`config.mk`:
```
export PLATFORM = sky130hd
export DESIGN_NAME = uart_fifo_irq
export DESIGN_NICKNAME = d
export VERILOG_FILES = /design/src/rtl/uart_fifo_pkg.sv /design/src/rtl/uart_char_fifo.sv /design/src/rtl/uart_cause_encoder.sv /design/src/rtl/uart_fifo_irq.sv
export SDC_FILE = /design/constraint.sdc
export NUM_CORES = 1
export LEC_CHECK = 0
export ABC_AREA = 1
export BUFFER_PORTS_ARGS = -buffer_cell sky130_fd_sc_hd__buf_2
export CORE_ASPECT_RATIO = 0.75
export CORE_MARGIN = 5
export CORE_UTILIZATION = 25
export CTS_CLUSTER_SIZE = 10
export DETAILED_ROUTE_END_ITERATION = 6
export PLACE_DENSITY = 0.35
export SLEW_MARGIN = 30
export SYNTH_ARGS = -nofsm -noshare
export SYNTH_HDL_FRONTEND = slang
export SYNTH_SLANG_ARGS = --single-unit
```
`constraint.sdc`:
```
create_clock -name clk -period 2.75 [get_ports clk]
set_input_delay 0.1375 -clock clk [delete_from_list [all_inputs] [get_ports clk]]
set_output_delay 0.1375 -clock clk [all_outputs]
set_load 0.05 [all_outputs]
```
`src/rtl/uart_fifo_pkg.sv`:
```
package uart_fifo_pkg;

  typedef enum logic [2:0] {
    CAUSE_NONE     = 3'd0,
    CAUSE_TX_EMPTY = 3'd1,
    CAUSE_RX_AVAIL = 3'd2,
    CAUSE_LINE     = 3'd3
  } cause_e;

  typedef enum logic [1:0] {
    REG_DATA  = 2'd0,
    REG_MASK  = 2'd1,
    REG_CAUSE = 2'd2,
    REG_LINE  = 2'd3
  } reg_addr_e;

  function automatic int unsigned trig_chars(input logic [1:0] sel);
    case (sel)
      2'd0:    return 1;
      2'd1:    return 4;
      2'd2:    return 8;
      default: return 14;
    endcase
  endfunction

endpackage

```
`src/rtl/uart_char_fifo.sv`:
```
module uart_char_fifo #(
  parameter int W     = 8,
  parameter int DEPTH = 16,
  localparam int AW   = (DEPTH > 1) ? $clog2(DEPTH) : 1,
  localparam int CW   = $clog2(DEPTH + 1)
) (
  input  logic          clk,
  input  logic          rst,
  input  logic          clr,
  input  logic [CW-1:0] lim,
  input  logic          push,
  input  logic          pop,
  input  logic [W-1:0]  din,
  output logic [W-1:0]  dout,
  output logic [CW-1:0] count,
  output logic          push_ok
);

  logic [W-1:0]  mem [DEPTH];
  logic [AW-1:0] wr_ptr, rd_ptr;
  logic          pop_go, push_go;

  function automatic logic [AW-1:0] step(input logic [AW-1:0] p);
    return (p == AW'(DEPTH - 1)) ? '0 : p + 1'b1;
  endfunction

  assign pop_go  = pop && (count != '0);
  assign push_ok = (count < lim) || pop_go;
  assign push_go = push && push_ok;

  always_ff @(posedge clk) begin
    if (push_go && !clr) mem[wr_ptr] <= din;
  end

  assign dout = mem[rd_ptr];

  always_ff @(posedge clk) begin
    if (rst || clr) begin
      wr_ptr <= '0;
      rd_ptr <= '0;
      count  <= '0;
    end else begin
      if (push_go) wr_ptr <= step(wr_ptr);
      if (pop_go)  rd_ptr <= step(rd_ptr);
      case ({push_go, pop_go})
        2'b10:   count <= count + 1'b1;
        2'b01:   count <= count - 1'b1;
        default: ;
      endcase
    end
  end

endmodule

```
`src/rtl/uart_cause_encoder.sv`:
```
module uart_cause_encoder
  import uart_fifo_pkg::*;
#(
  parameter int CW = 5
) (
  input  logic [2:0]    mask,
  input  logic          line_err,
  input  logic [CW-1:0] rx_level,
  input  logic [CW-1:0] rx_trigger,
  input  logic          tx_empty_flag,
  input  logic          fifo_on,
  output cause_e        cause,
  output logic          pending,
  output logic [7:0]    cause_byte
);

  logic src_line, src_rx, src_tx;

  always_comb begin
    src_line = mask[2] & line_err;
    src_rx   = mask[0] & (rx_level >= rx_trigger);
    src_tx   = mask[1] & tx_empty_flag;
    if (src_line)    cause = CAUSE_LINE;
    else if (src_rx) cause = CAUSE_RX_AVAIL;
    else if (src_tx) cause = CAUSE_TX_EMPTY;
    else             cause = CAUSE_NONE;
    pending    = src_line | src_rx | src_tx;
    cause_byte = {fifo_on, fifo_on, 2'b00, cause, ~pending};
  end

endmodule

```
`src/rtl/uart_fifo_irq.sv`:
```
module uart_fifo_irq
  import uart_fifo_pkg::*;
#(
  parameter int RX_DEPTH = 16,
  parameter int TX_DEPTH = 16,
  parameter int CHAR_W   = 8,
  localparam int RX_CW   = $clog2(RX_DEPTH + 1),
  localparam int TX_CW   = $clog2(TX_DEPTH + 1)
) (
  input  logic              clk,
  input  logic              rst,
  input  logic [1:0]        reg_addr,
  input  logic              reg_wr,
  input  logic              reg_rd,
  input  logic [7:0]        reg_wdata,
  output logic [7:0]        reg_rdata,
  input  logic              rx_valid,
  input  logic [CHAR_W-1:0] rx_char,
  output logic              tx_valid,
  output logic [CHAR_W-1:0] tx_char,
  input  logic              tx_ready,
  output logic              irq
);

  logic             fifo_on;
  logic [1:0]       trig_sel;
  logic [2:0]       mask;
  logic             line_err;
  logic             thr_flag;

  logic wr_data_s, wr_mask_s, wr_ctrl_s;
  logic rd_data_s, rd_cause_s, rd_line_s;
  logic mode_flip, rx_flush, tx_flush;

  logic [RX_CW-1:0]  rx_count, rx_lim, rx_trig;
  logic [TX_CW-1:0]  tx_count, tx_lim;
  logic [CHAR_W-1:0] rx_head;
  logic              rx_push_ok, tx_push_ok, tx_pop, rx_overrun_ev;

  cause_e     cause;
  logic       pending;
  logic [7:0] cause_byte;
  logic [7:0] rd_mux;

  assign wr_data_s  = reg_wr && (reg_addr == REG_DATA);
  assign wr_mask_s  = reg_wr && (reg_addr == REG_MASK);
  assign wr_ctrl_s  = reg_wr && (reg_addr == REG_CAUSE);
  assign rd_data_s  = reg_rd && (reg_addr == REG_DATA);
  assign rd_cause_s = reg_rd && (reg_addr == REG_CAUSE);
  assign rd_line_s  = reg_rd && (reg_addr == REG_LINE);

  assign mode_flip = wr_ctrl_s && (reg_wdata[0] != fifo_on);
  assign rx_flush  = wr_ctrl_s && (reg_wdata[1] || mode_flip);
  assign tx_flush  = wr_ctrl_s && (reg_wdata[2] || mode_flip);

  assign rx_lim  = fifo_on ? RX_CW'(RX_DEPTH) : RX_CW'(1);
  assign tx_lim  = fifo_on ? TX_CW'(TX_DEPTH) : TX_CW'(1);
  assign rx_trig = fifo_on ? RX_CW'(trig_chars(trig_sel)) : RX_CW'(1);

  uart_char_fifo #(.W(CHAR_W), .DEPTH(RX_DEPTH)) u_rx_fifo (
    .clk     (clk),
    .rst     (rst),
    .clr     (rx_flush),
    .lim     (rx_lim),
    .push    (rx_valid),
    .pop     (rd_data_s),
    .din     (rx_char),
    .dout    (rx_head),
    .count   (rx_count),
    .push_ok (rx_push_ok)
  );

  assign tx_valid = (tx_count != '0);
  assign tx_pop   = tx_valid && tx_ready;

  uart_char_fifo #(.W(CHAR_W), .DEPTH(TX_DEPTH)) u_tx_fifo (
    .clk     (clk),
    .rst     (rst),
    .clr     (tx_flush),
    .lim     (tx_lim),
    .push    (wr_data_s),
    .pop     (tx_pop),
    .din     (reg_wdata[CHAR_W-1:0]),
    .dout    (tx_char),
    .count   (tx_count),
    .push_ok (tx_push_ok)
  );

  assign rx_overrun_ev = rx_valid && !rx_push_ok && !rx_flush;

  uart_cause_encoder #(.CW(RX_CW)) u_cause (
    .mask          (mask),
    .line_err      (line_err),
    .rx_level      (rx_count),
    .rx_trigger    (rx_trig),
    .tx_empty_flag (thr_flag),
    .fifo_on       (fifo_on),
    .cause         (cause),
    .pending       (pending),
    .cause_byte    (cause_byte)
  );

  always_comb begin
    case (reg_addr_e'(reg_addr))
      REG_DATA:  rd_mux = (rx_count != '0) ? 8'(rx_head) : 8'h00;
      REG_MASK:  rd_mux = {5'b00000, mask};
      REG_CAUSE: rd_mux = cause_byte;
      default:   rd_mux = {2'b00, (tx_count == '0), 3'b000, line_err, (rx_count != '0)};
    endcase
  end

  always_ff @(posedge clk) begin
    if (rst) begin
      fifo_on   <= 1'b0;
      trig_sel  <= 2'd0;
      mask      <= 3'd0;
      line_err  <= 1'b0;
      thr_flag  <= 1'b0;
      reg_rdata <= 8'h00;
      irq       <= 1'b0;
    end else begin
      irq <= pending;
      if (wr_ctrl_s) begin
        fifo_on  <= reg_wdata[0];
        trig_sel <= reg_wdata[7:6];
      end
      if (wr_mask_s) mask <= reg_wdata[2:0];
      if (rx_overrun_ev)  line_err <= 1'b1;
      else if (rd_line_s) line_err <= 1'b0;
      if (wr_data_s)
        thr_flag <= 1'b0;
      else if (rd_cause_s && (cause == CAUSE_TX_EMPTY))
        thr_flag <= 1'b0;
      else if (tx_pop && (tx_count == TX_CW'(1)))
        thr_flag <= 1'b1;
      else if (wr_mask_s && reg_wdata[1] && !mask[1] && (tx_count == '0))
        thr_flag <= 1'b1;
      if (reg_rd) reg_rdata <= rd_mux;
    end
  end

endmodule

```
After elaboration in Yosys (flattened, before gate mapping)
Memories as Yosys holds them, arrays and structs flattened. A register that Yosys moved wholly into a read port is not among the register bits. Cells that the tools add are included.

Register bits after elaboration: 43. Output and inout bits: 18. Memory bits (writable): 256. Bits of input ports: 24. Memories kept: 2.

Bitwise gates (word level): 6. Eq/ne operators: 16. $add $sub $neg: 8. Magnitude comparators: 3. Reductions and logical operators: 43. Mux-type cells: 26.

Memories: u_rx_fifo.mem (words 16, bits a word 8, rd ports 1, clocked after memory_dff 1, wr ports 1, RTL line uart_char_fifo.sv:19) `logic [W-1:0] mem [DEPTH];`; u_tx_fifo.mem (words 16, bits a word 8, rd ports 1, clocked after memory_dff 1, wr ports 1, RTL line uart_char_fifo.sv:19).

Operators with widths (number): 2-to-1 mux 4 bit (8); case mux 8 bit (3 select lines) (1); logical AND 1 bit (23); case mux 5 bit (2 select lines) (2); adder 4 x 1 -> 4 bit, second input constant (4); == test 4 bit, second input constant (4); case mux 4 bit (3 select lines) (1); adder 5 x 1 -> 5 bit, second input constant (2); == test 2 bit, second input constant (5); < comparator 5 bit (2); 2-to-1 mux 5 bit (2); nonzero test 5 bit (2); subtractor 5 x 1 -> 5 bit, second input constant (2); 2-to-1 mux 1 bit (9); == test 2 x 1 -> 1 bit, second input constant (4); 2-to-1 mux 8 bit (1); nonzero test 2 bit (4); logical OR 1 bit (6); 2-to-1 mux 3 bit (2); == test 5 x 1 -> 1 bit, second input constant (1); >= comparator 5 bit (1); zero test 5 bit (1); zero test 1 bit (4); zero test 2 bit (2); 6 further kinds (9).

Logic depth before layout (Yosys ltp)
Gate-level depths: netlist (run 1).

Depth in word-level cells: 10. Mapped depth: 15.

Hierarchy
From an unflattened synthesis (run 1), not the netlist that was laid out.

Cell total of the unflattened synthesis: 1298. Area total of the unflattened synthesis: 13929.6 sq um.

By module, submodules not included: uart_char_fifo (u_rx_fifo) (cells an instance 584, instances 1, area an instance 6507.5 sq um); uart_char_fifo (u_tx_fifo) (cells an instance 519, instances 1, area an instance 6219.7 sq um); uart_fifo_irq (cells an instance 154, instances 1, area an instance 948.4 sq um); uart_cause_encoder (cells an instance 41, instances 1, area an instance 254.0 sq um).

Worst setup path before layout (run 1)
OpenSTA, ideal clock, no wires.

Path type: reg-to-reg. Start point: reg u_tx_fifo.count[0]. End point: reg u_tx_fifo.count[3]. Setup time: 0.071 ns. Cell stages (with the launch flop): 15. Required time: 2.679 ns. Path slack: -0.185 ns. Arrival: 2.864 ns. Cell sequence: dfxtp_1 > inv_1 > ha_1 > nand3_1 > nand2_2 > o21ai_1 > nand2_1 > buf_2 > ha_1 > nor2_1 > nand3_1 > o21ai_0 > o21ai_0 > or2_2 > a21oi_1.

Word-level cells in the longest chain between the ends: 7. Elaborated cells on any way between the ends: 12. Those cells by class: add/sub: 2; order compare: 1; eq/ne: 2; mux: 1; reduce/logical: 6.

RTL lines: from (decl) (RTL line uart_char_fifo.sv:15) `output logic [CW-1:0] count,`; from (signal assigned) (RTL line uart_char_fifo.sv:46) `2'b10: count <= count + 1'b1;`; from (signal assigned) (RTL line uart_char_fifo.sv:47) `2'b01: count <= count - 1'b1;`; nonzero test 5 bit (*) (RTL line uart_fifo_irq.sv:73) `assign tx_valid = (tx_count != '0);`; via tx_valid (RTL line uart_fifo_irq.sv:19) `output logic tx_valid,`; logical AND 1 bit (RTL line uart_fifo_irq.sv:74) `assign tx_pop = tx_valid && tx_ready;`; logical AND 1 bit (*) (RTL line uart_char_fifo.sv:27) `assign pop_go = pop && (count != '0);`; logical OR 1 bit (RTL line uart_char_fifo.sv:28) `assign push_ok = (count < lim) || pop_go;`; logical AND 1 bit (RTL line uart_char_fifo.sv:29) `assign push_go = push && push_ok;`; == test 2 x 1 -> 1 bit or == test 2 bit (tied branches) (RTL line uart_char_fifo.sv:45) `case ({push_go, pop_go})`; case mux 5 bit (2 select lines) or nonzero test 2 bit (tied branches).

The timed path passes the listed nets; every way through them passes the cells marked *. A chain may end at the register's enable or synchronous reset.

Final worst setup path (run 1)
Start point: reg u_rx_fifo.count[1]. End point: reg u_rx_fifo.count[4].

Word-level cells in the longest chain between the ends: 6. Elaborated cells on any way between the ends: 11. Those cells by class: add/sub: 2; order compare: 1; eq/ne: 2; mux: 1; reduce/logical: 5.

RTL lines (RTL line): from (decl) (uart_char_fifo.sv:15); from (signal assigned) (uart_char_fifo.sv:46); from (signal assigned) (uart_char_fifo.sv:47); branches (longest 6 deep; another with < comparator 5 bit).

Several ways; the timed one is not identified.

==> flow_summary.ini, run 1 <==
[route]
drtAntennaViolNets = 0
avgRoutedWirePerCell_um = 19.0
viasPerCell = 4.39
remaining_drc_errors = 0
first_pass_iters = 5
route.vias.total = 8687
drtIter0Drc = 579
wl_mm = 37.6

[setup_path]
crit_family = compound AO/OA/AOI/OAI gates
cp_num_buf_inv = 2
critPathMaxStageDelay_ns = 0.46
slowest_stage = o31ai_1
ff2ff_setup_slack_ns = 0.21
r2r_end = u_rx_fifo.count[4]
startpoint = u_rx_fifo.count[1]
crit_path_end_kind = flop
cp_cell_sequence = nor2_1, nand4_2, nand3_1, inv_1, ha_1, inv_1, o31ai_1, xor2_1, o21ai_0, a21oi_1
worstRegToRegCells = 10
worstPathArrival_ns = 2.96
cp_max_fo = 5
crit_path_frequent_cell = inv_1
timing.rr.start = u_rx_fifo.count[1]
worstPathRequired_ns = 3.18
cp-start-kind = flop
crit_type = reg2reg

[timing]
worst_slew_pin_slew_ns = 0.717
period_share_pct = 92.2
slew_headroom_pct = 51.7
rsz0062_at_grt = no
clock.fmax_mhz = 394
tns_ns = 0
fin_ws_ns = 0.215
fin_crit_ns = 2.54
setup_violations = 0
whs_ns = 0.0446
finalHoldViolCount = 0
finalMaxSlewViolations = 0
clock_skew_ns = 0.0201

[yosys]
netlist_instances = 1154
synth_top_cell_by_area = edfxtp_1
synthArstFlopShare_pct = 0
synth_area_leaders = edfxtp_1 59%, dfxtp_1 7.8%, nand2_1 4.8%
syn-mean-instance-area_um2 = 11.3
synth-edff-count = 256
ys.flop_type = edfxtp_1
synth_nets = 1202
ys_ff_latch = 307
synthTopCellsByCount = 256 x edfxtp_1, 166 x nand2_1, 108 x inv_1
synth_warnings = 0
synth_top_area_share_pct = 58.7
synth_cell_types = 44
ys_seq_area_share_pct = 66.5
yosysMostFrequentCell = edfxtp_1
syn-cell-area_um2 = 13100

[pwr]
vdd_drop_max_uv = 344
power_density_nw_per_um2 = 790
p_leak_uw = 0.00556

[grt]
grt_pass1_wl_mm = 56.8
grt_usage_pct = 13.1
grt_pass1_vias = 8691
grt-ovfl-total = 0
antenna_found_initial = 3
grt_max_degree = 70

[clock_network]
cts_tree = done
cts_sinks = 307
cts_made_buffers = 38
cts_root_buffer = clkbuf_16
htree_levels = 2
clockBufferDepth = 3
clk_latency_ns = 0.55
clk_pin_slew_ns = 0.06

[place]
place_inst = 1901
routabilityCongestion = 0.764
pre_cts_ws_ns = 0.263
hpwlAfterDp_mm = 24.8
io_buffers = 41

[finish]
drive_gt1_share_pct = 13.9
synthToLayoutAreaGrowth_pct = 19.8
final_cells = 1980
nets = 1297
fill_cells = 5363

[floorplan]
dieArea_um2 = 57100
fp.dieH_um = 208
design.core.area_um2 = 51700
num_rows = 72
io_pins = 42
start_util_pct = 25.3
fp.dieW_um = 274

[outcome]
outcome = finished clean

[worst_hold_path]
hp-class = in2reg
hold_end = u_rx_fifo.mem[6][3]
min_delay_path_depth = 1
worstHoldStart = rx_char[3]

[run]
drv_cap = 0
[metal layers]
layer  global-route usage (%)  routed length (um)  up-vias
li1                         -                   -     4264
met1                     21.4               20700     4244
met2                     17.8               14800      135
met3                     2.11                1370       44
met4                     3.34                 690        0
met5                        0                   0        -
[stage by stage]
stage	utilization [%]	total power (uW)	area (um^2)
floorplan	-	7050	13100
global placement	27.9	7840	14400
detailed placement	27.9	7820	14400
CTS	30.3	12600	15700
global route	30.3	13000	15700
finish	30.3	12400	15700
[logic make-up (layout without fill, tap and decap cells)]
logic type | Yosys count | in the layout | synth area share, %
AND/OR/NAND/NOR | 382 | 382 | 12.9
flip-flops | 307 | 307 | 66.5
AO/OA/AOI/OAI | 236 | 236 | 10.3
buffers and inverters | 167 | 289 | 5.09
multiplexers | 32 | 32 | 2.45
adder cells (fa/ha/maj) | 24 | 24 | 2.35
XOR/XNOR | 6 | 6 | 0.401
other | 0 | 1 | 0
[cells in the final DEF (no fill, tap or decap), drive strengths merged, types with 11 or more instances in the layout]
cell type / n
inv: 114
o21ai: 103
buf: 95
mux2i: 32
nand2: 173
nor2: 102
dfxtp: 51
o211ai: 45
nand3: 71
a21oi: 72
dlygate4sd3: 11
ha: 23
edfxtp: 256
nor3: 22
clkbuf: 63
[repair_timing]
| item | CTS | global route |
|---|---|---|
| hold buffers | 11 | 0 |
| setup buffers | 0 | 0 |
| hold endpoints to repair | 42 | 0 |
| setup endpoints to repair | 0 | 2 |
| gates resized for setup | 0 | 6 |
[sequential cells by signal, indices dropped and copies added (netlist names), 2 cells and up, named ones only]
signal / flops
u_tx_fifo.wr_ptr: 4
u_rx_fifo.count: 5
u_tx_fifo.rd_ptr: 4
u_rx_fifo.wr_ptr: 4
u_rx_fifo.rd_ptr: 4
u_rx_fifo.mem: 128
trig_sel: 2
mask: 3
u_tx_fifo.count: 5
reg_rdata: 8
u_tx_fifo.mem: 128
[where the power goes]
group	switching [uW]	leakage, uW	total [uW]	internal (uW)
sequential	157	0.00272	5360	5210
clock	1940	0.000552	4680	2740
combinational	1600	0.00229	2350	753
[worst reg2reg max path: stages, from the launching register on]
cell	delay, ns
dfxtp_1	0.35
nor2_1	0.22
nand4_2	0.20
nand3_1	0.24
inv_1	0.15
ha_1	0.36
inv_1	0.05
o31ai_1	0.46
xor2_1	0.13
o21ai_0	0.18
a21oi_1	0.08
[area by class of cell]
type                       instances  area [um^2]  area share, %
multi-input combinational        680         3730           23.8
timing repair buffer             106          771           4.91
antenna                            1         2.50         0.0159
sequential                       307         8710           55.5
clock inverter                     4         41.3          0.263
tap                              703          880           5.61
clock buffer                      63         1110           7.05
inverter                         116          449           2.86
[worst max path at each step]
| stage | to | slack (ns) | cells after the start |
|---|---|---|---|
| 2_1_floorplan | u_tx_fifo.count[3] | 0.07 | 14 |
| 3_5_place_dp | u_tx_fifo.count[3] | 0.26 | 13 |
| 4_1_cts | reg_rdata[7] | 0.15 | 10 |
| 6_report | u_rx_fifo.count[4] | 0.21 | 10 |
| 3_3_place_gp | u_rx_fifo.count[4] | 0.31 | 10 |
| 5_1_grt | reg_rdata[7] | 0.01 | 12 |
(Power assumes the default switching activity.)
==> run 2: changes to the inputs <==
--- a/config.mk
+++ b/config.mk
@@ -12,6 +12,7 @@
 export CORE_UTILIZATION = 25
 export CTS_CLUSTER_SIZE = 10
 export DETAILED_ROUTE_END_ITERATION = 6
+export MAX_ROUTING_LAYER = met4
 export PLACE_DENSITY = 0.35
 export SLEW_MARGIN = 30
 export SYNTH_ARGS = -nofsm -noshare
==> flow_summary.ini, run 2 (same netlist as run 1, synthesis figures left out) <==
[pwr]
p_leak_uw = 0.00556
vdd_drop_max_uv = 345
p_total_uw = 12400
power_density_nw_per_um2 = 790

[clock_network]
clk_pin_slew_ns = 0.06
cts_root_buffer = clkbuf_16
cts_setup_buffers = 0
cts_sinks = 307
cts_made_buffers = 38
clockBufferDepth = 3
htree_levels = 2
cts_tree = done
clk_latency_ns = 0.55

[floorplan]
fp.dieW_um = 274
fp.dieH_um = 208
dieArea_um2 = 57100
design.core.area_um2 = 51700
start_util_pct = 25.3
io_pins = 42
num_rows = 72

[finish]
synthToLayoutAreaGrowth_pct = 19.8
nets = 1297
fin_util_pct = 30.3
layout_commonest_cell = edfxtp_1
num_antenna_cells = 0
final_cells = 1979
drive_gt1_share_pct = 13.9
reg_top3 = u_rx_fifo.mem: 128 flops, u_tx_fifo.mem: 128 flops, reg_rdata: 8 flops
final_cell_mix = 256 x edfxtp_1, 166 x nand2_1, 106 x inv_1

[route]
drtAntennaViolNets = 0
viasPerCell = 4.40
drtIter0Drc = 619
first_pass_iters = 5
remaining_drc_errors = 0
route.vias.total = 8716
wl_mm = 37.6
avgRoutedWirePerCell_um = 19.0

[timing]
finalMaxSlewViolations = 0
tns_ns = 0
rsz0062_at_grt = no
slew_headroom_pct = 56.1
finalHoldViolCount = 0
clock_skew_ns = 0.0196
clock.fmax_mhz = 396
setup_violations = 0
period_share_pct = 91.8
worst_slew_pin_slew_ns = 0.651
fin_crit_ns = 2.52

[place]
hpwlAfterDp_mm = 24.8
place_inst = 1901
io_buffers = 41
routabilityCongestion = 0.775

[grt]
use_met1_pct = 21.5
grt_pass1_vias = 8694
grtUsageMet3_pct = 2.08
antenna_found_initial = 3
grtUsageMet2_pct = 17.7
grt_max_degree = 70
grt_busiest_layer = met1
grt-ovfl-total = 0
grt_pass1_wl_mm = 56.8
grt_usage_pct = 13.5

[setup_path]
worstPathArrival_ns = 2.95
cp-start-kind = flop
worstPathRequired_ns = 3.18
cp_max_fo = 5
timing.rr.start = u_rx_fifo.count[1]
crit_type = reg2reg
crit_path_end_kind = flop
startpoint = u_rx_fifo.count[1]

[outcome]
outcome = finished clean

[worst_hold_path]
worstHoldStart = rx_char[3]
hp-class = in2reg

[run]
drv_cap = 0
==> run 2: changes by cell type in the layout (fill, tap and decap cells not counted) <==
cell / change
diode_2: -1
==> run 2: repair_timing <==
item,4_1_cts,5_1_grt
endpoints found under the hold margin,42,0
gates resized for setup,0,6
setup endpoints to repair,0,2
hold buffers,11,0
==> run 2: cell type report <==
| cell class | count | area [um^2] |
|---|---|---|
| sequential | 307 | 8710 |
| clock inverter | 4 | 41.3 |
| clock buffer | 63 | 1110 |
| tap | 703 | 880 |
| timing repair buffer | 106 | 771 |
| inverter | 116 | 449 |
| fill | 5364 | 36000 |
| multi-input combinational | 680 | 3730 |
==> run 2: path summary, 6_finish.rpt <==
| check | endpoint | slack (ns) | cells after the start |
|---|---|---|---|
| worst min register to register | reg_rdata[0] | 0.46 | 2 |
| worst max-delay path | u_rx_fifo.count[4] | 0.23 | 10 |
| worst min-delay path | u_rx_fifo.mem[6][3] | 0.04 | 1 |
| worst max register to register | u_rx_fifo.count[4] | 0.23 | 10 |
==> run 2: per-layer routing <==
metal | routed length [um] | vias up | share of wire (%)
met3 | 1430 | 51 | 3.8
met1 | 20700 | 4250 | 55
met2 | 14800 | 150 | 39
li1 | - | 4265 | -
met5 | 0 | - | 0
met4 | 689 | 0 | 1.8
==> run 2: where the power goes <==
| part | switching [uW] | internal (uW) | total, uW |
|---|---|---|---|
| clock network | 1940 | 2740 | 4680 |
| logic | 1600 | 753 | 2360 |
| registers | 158 | 5210 | 5360 |
==> run 2: stage by stage <==
step	hold slack, ns	instance area [um^2]	setup WS, ns
2_1_floorplan	0.207	13100	0.0726
3_3_place_gp	0.454	14400	0.314
3_5_place_dp	0.456	14400	0.263
4_1_cts	0.00882	15700	0.150
5_1_grt	0.0347	15700	0.0125
6_report	0.0389	15700	0.227
==> run 2: critical path: stages, from the launching register on <==
cell     delay, ns
dfxtp_1       0.36
nor2_1        0.22
nand4_2       0.20
nand3_1       0.24
inv_1         0.15
ha_1          0.37
inv_1         0.05
o31ai_1       0.44
xor2_1        0.13
o21ai_0       0.18
a21oi_1       0.08
==> run 3: changes to the inputs <==
==> constraint.sdc (replaced) <==
create_clock -name clk -period 2.75 [get_ports clk]
set_input_delay 0.4125 -clock clk [delete_from_list [all_inputs] [get_ports clk]]
set_output_delay 0.4125 -clock clk [all_outputs]
set_load 0.02 [all_outputs]
==> flow_summary.ini, run 3 (same netlist as run 1, synthesis figures left out) <==
[worst_hold_path]
hp-class = in2reg

[pwr]
p_int_uw = 8720
combPwrFrac_pct = 18.1
switching_power_uw = 3480
power_density_nw_per_um2 = 783
p_leak_uw = 0.00552
power_frac_clock_pct = 37.9
swShare_pct = 28.5
p_seq_share_pct = 44.0
vdd_drop_max_uv = 404

[clock_network]
clockBufferDepth = 3
cts_sinks = 307
cts_made_buffers = 38
htree_levels = 2
cts_tree = done
clk_latency_ns = 0.53
clk_pin_slew_ns = 0.05
cts_hold_buf = 0
cts_root_buffer = clkbuf_16

[setup_path]
crit_family = flip-flops
cp-start-kind = flop
critPathMaxStageDelay_ns = 0.52
crit_path_frequent_cell = o211ai_1
worstPathArrival_ns = 2.15
crit_path_end_kind = output port
cp_max_fo = 44
cp_cell_sequence = buf_12, mux2i_1, o211ai_1, o211ai_1, nand2_1, buf_2
slowest_stage = dfxtp_4
worstPathRequired_ns = 2.34
cp_num_buf_inv = 2
crit_type = reg2out

[timing]
whs_ns = 0.177
fin_crit_ns = 2.56
finalHoldViolCount = 0
period_share_pct = 93.3
clock_skew_ns = 0.00962
setup_violations = 0
finalMaxSlewViolations = 0
rsz0062_at_grt = no
tns_ns = 0
worst_slew_pin_slew_ns = 0.764
slew_headroom_pct = 49.0
clock.fmax_mhz = 390

[route]
remaining_drc_errors = 0
top_layer = met4
viasPerCell = 4.39
first_pass_iters = 4
wl_mm = 37.2
wl_met1_mm = 21.0
dr_wl_met3_mm = 1.17
route.vias.total = 8647
drtAntennaViolNets = 0
drtIter0Drc = 580
dr_wl_met2_mm = 14.5
avgRoutedWirePerCell_um = 18.9

[floorplan]
io_pins = 42
num_rows = 72
fp.dieW_um = 274
dieArea_um2 = 57100
start_util_pct = 25.3
design.core.area_um2 = 51700
fp.dieH_um = 208

[finish]
final_cell_mix = 256 x edfxtp_1, 166 x nand2_1, 107 x inv_1
layout_commonest_cell = edfxtp_1
synthToLayoutAreaGrowth_pct = 18.9
reg_top3 = u_rx_fifo.mem: 128 flops, u_tx_fifo.mem: 128 flops, reg_rdata: 8 flops
fill_cells = 5384
fin_util_pct = 30.1
nets = 1291
fin_area_um2 = 15600
drive_gt1_share_pct = 14.2

[grt]
grt_pass1_vias = 8683
antenna_found_initial = 0
grt_pass1_wl_mm = 56.5
grt_usage_pct = 13.4
grt_max_degree = 45
grt-ovfl-total = 0

[place]
place_area_um2 = 14400
hpwlAfterDp_mm = 24.8
routabilityCongestion = 0.780
io_buffers = 41

[run]
drv_cap = 0

[outcome]
outcome = finished clean
[run 3: changes by cell type in the layout (fill, tap and decap cells not counted), sizes merged]
cell	delta
diode	+1
inv	+1
clkinvlp	-1
dlygate4sd3	-11
buf	+5
clkbuf	-5
[run 3: final cells by class]
type | instances | area (um^2) | share of cell area [%]
Inverter | 116 | 443 | 2.85
Sequential cell | 307 | 8710 | 56.0
Antenna cell | 1 | 2.50 | 0.0161
Clock inverter | 4 | 18.8 | 0.121
Clock buffer | 58 | 1100 | 7.06
Multi-Input combinational cell | 680 | 3720 | 23.9
Tap cell | 703 | 880 | 5.65
Timing Repair Buffer | 100 | 684 | 4.40
[run 3: worst register-to-register path, delay by kind of cell (launching register included)]
| family | cells | cell delay (ns) |
|---|---|---|
| compound gates | 2 | 0.59 |
| simple gates | 5 | 0.88 |
| flops | 1 | 0.36 |
| fa+ha+maj | 1 | 0.37 |
| buf+inv | 2 | 0.20 |
[run 3: final timing paths]
check                           depth (start not counted)          startpoint            endpoint  slack [ns]
worst min register to register                          2        reg_rdata[1]        reg_rdata[1]        0.47
worst max register to register                         10  u_rx_fifo.count[1]  u_rx_fifo.count[4]        0.29
worst min-delay path                                    3              reg_rd        reg_rdata[7]        0.18
worst max-delay path                                    6                flop          tx_char[6]        0.19
[run 3: power by group through the flow]
stage | Clock (uW) | Combinational [uW] | Sequential [uW]
after global placement | 0 | 2140 | 5500
after floorplan | 0 | 1480 | 5380
after detailed placement | 0 | 2130 | 5500
after CTS | 4800 | 2200 | 5380
after global routing | 5000 | 2490 | 5380
final | 4620 | 2210 | 5360
[run 3: repair_timing]
action	in CTS	in global routing
endpoints found under the setup margin	8	3
buffers inserted	1	1
resized for setup	1	2
[run 3: per-stage QoR]
| step | total power [uW] | instances | setup slack, ns |
|---|---|---|---|
| after global placement | 7640 | 1904 | 0.277 |
| after floorplan | 6860 | 1154 | 0.0852 |
| after detailed placement | 7630 | 1904 | 0.197 |
| final | 12200 | 1969 | 0.185 |
| after CTS | 12400 | 1967 | 0.0428 |
| after global routing | 12900 | 1968 | 0.0182 |
[run 3: layer usage]
| layer | GRT usage [%] | up-vias |
|---|---|---|
| met2 | 17.3 | 107 |
| met1 | 21.4 | 4254 |
| met3 | 2.28 | 45 |
| li1 | - | 4241 |
| met5 | - | - |
| met4 | 3.10 | 0 |
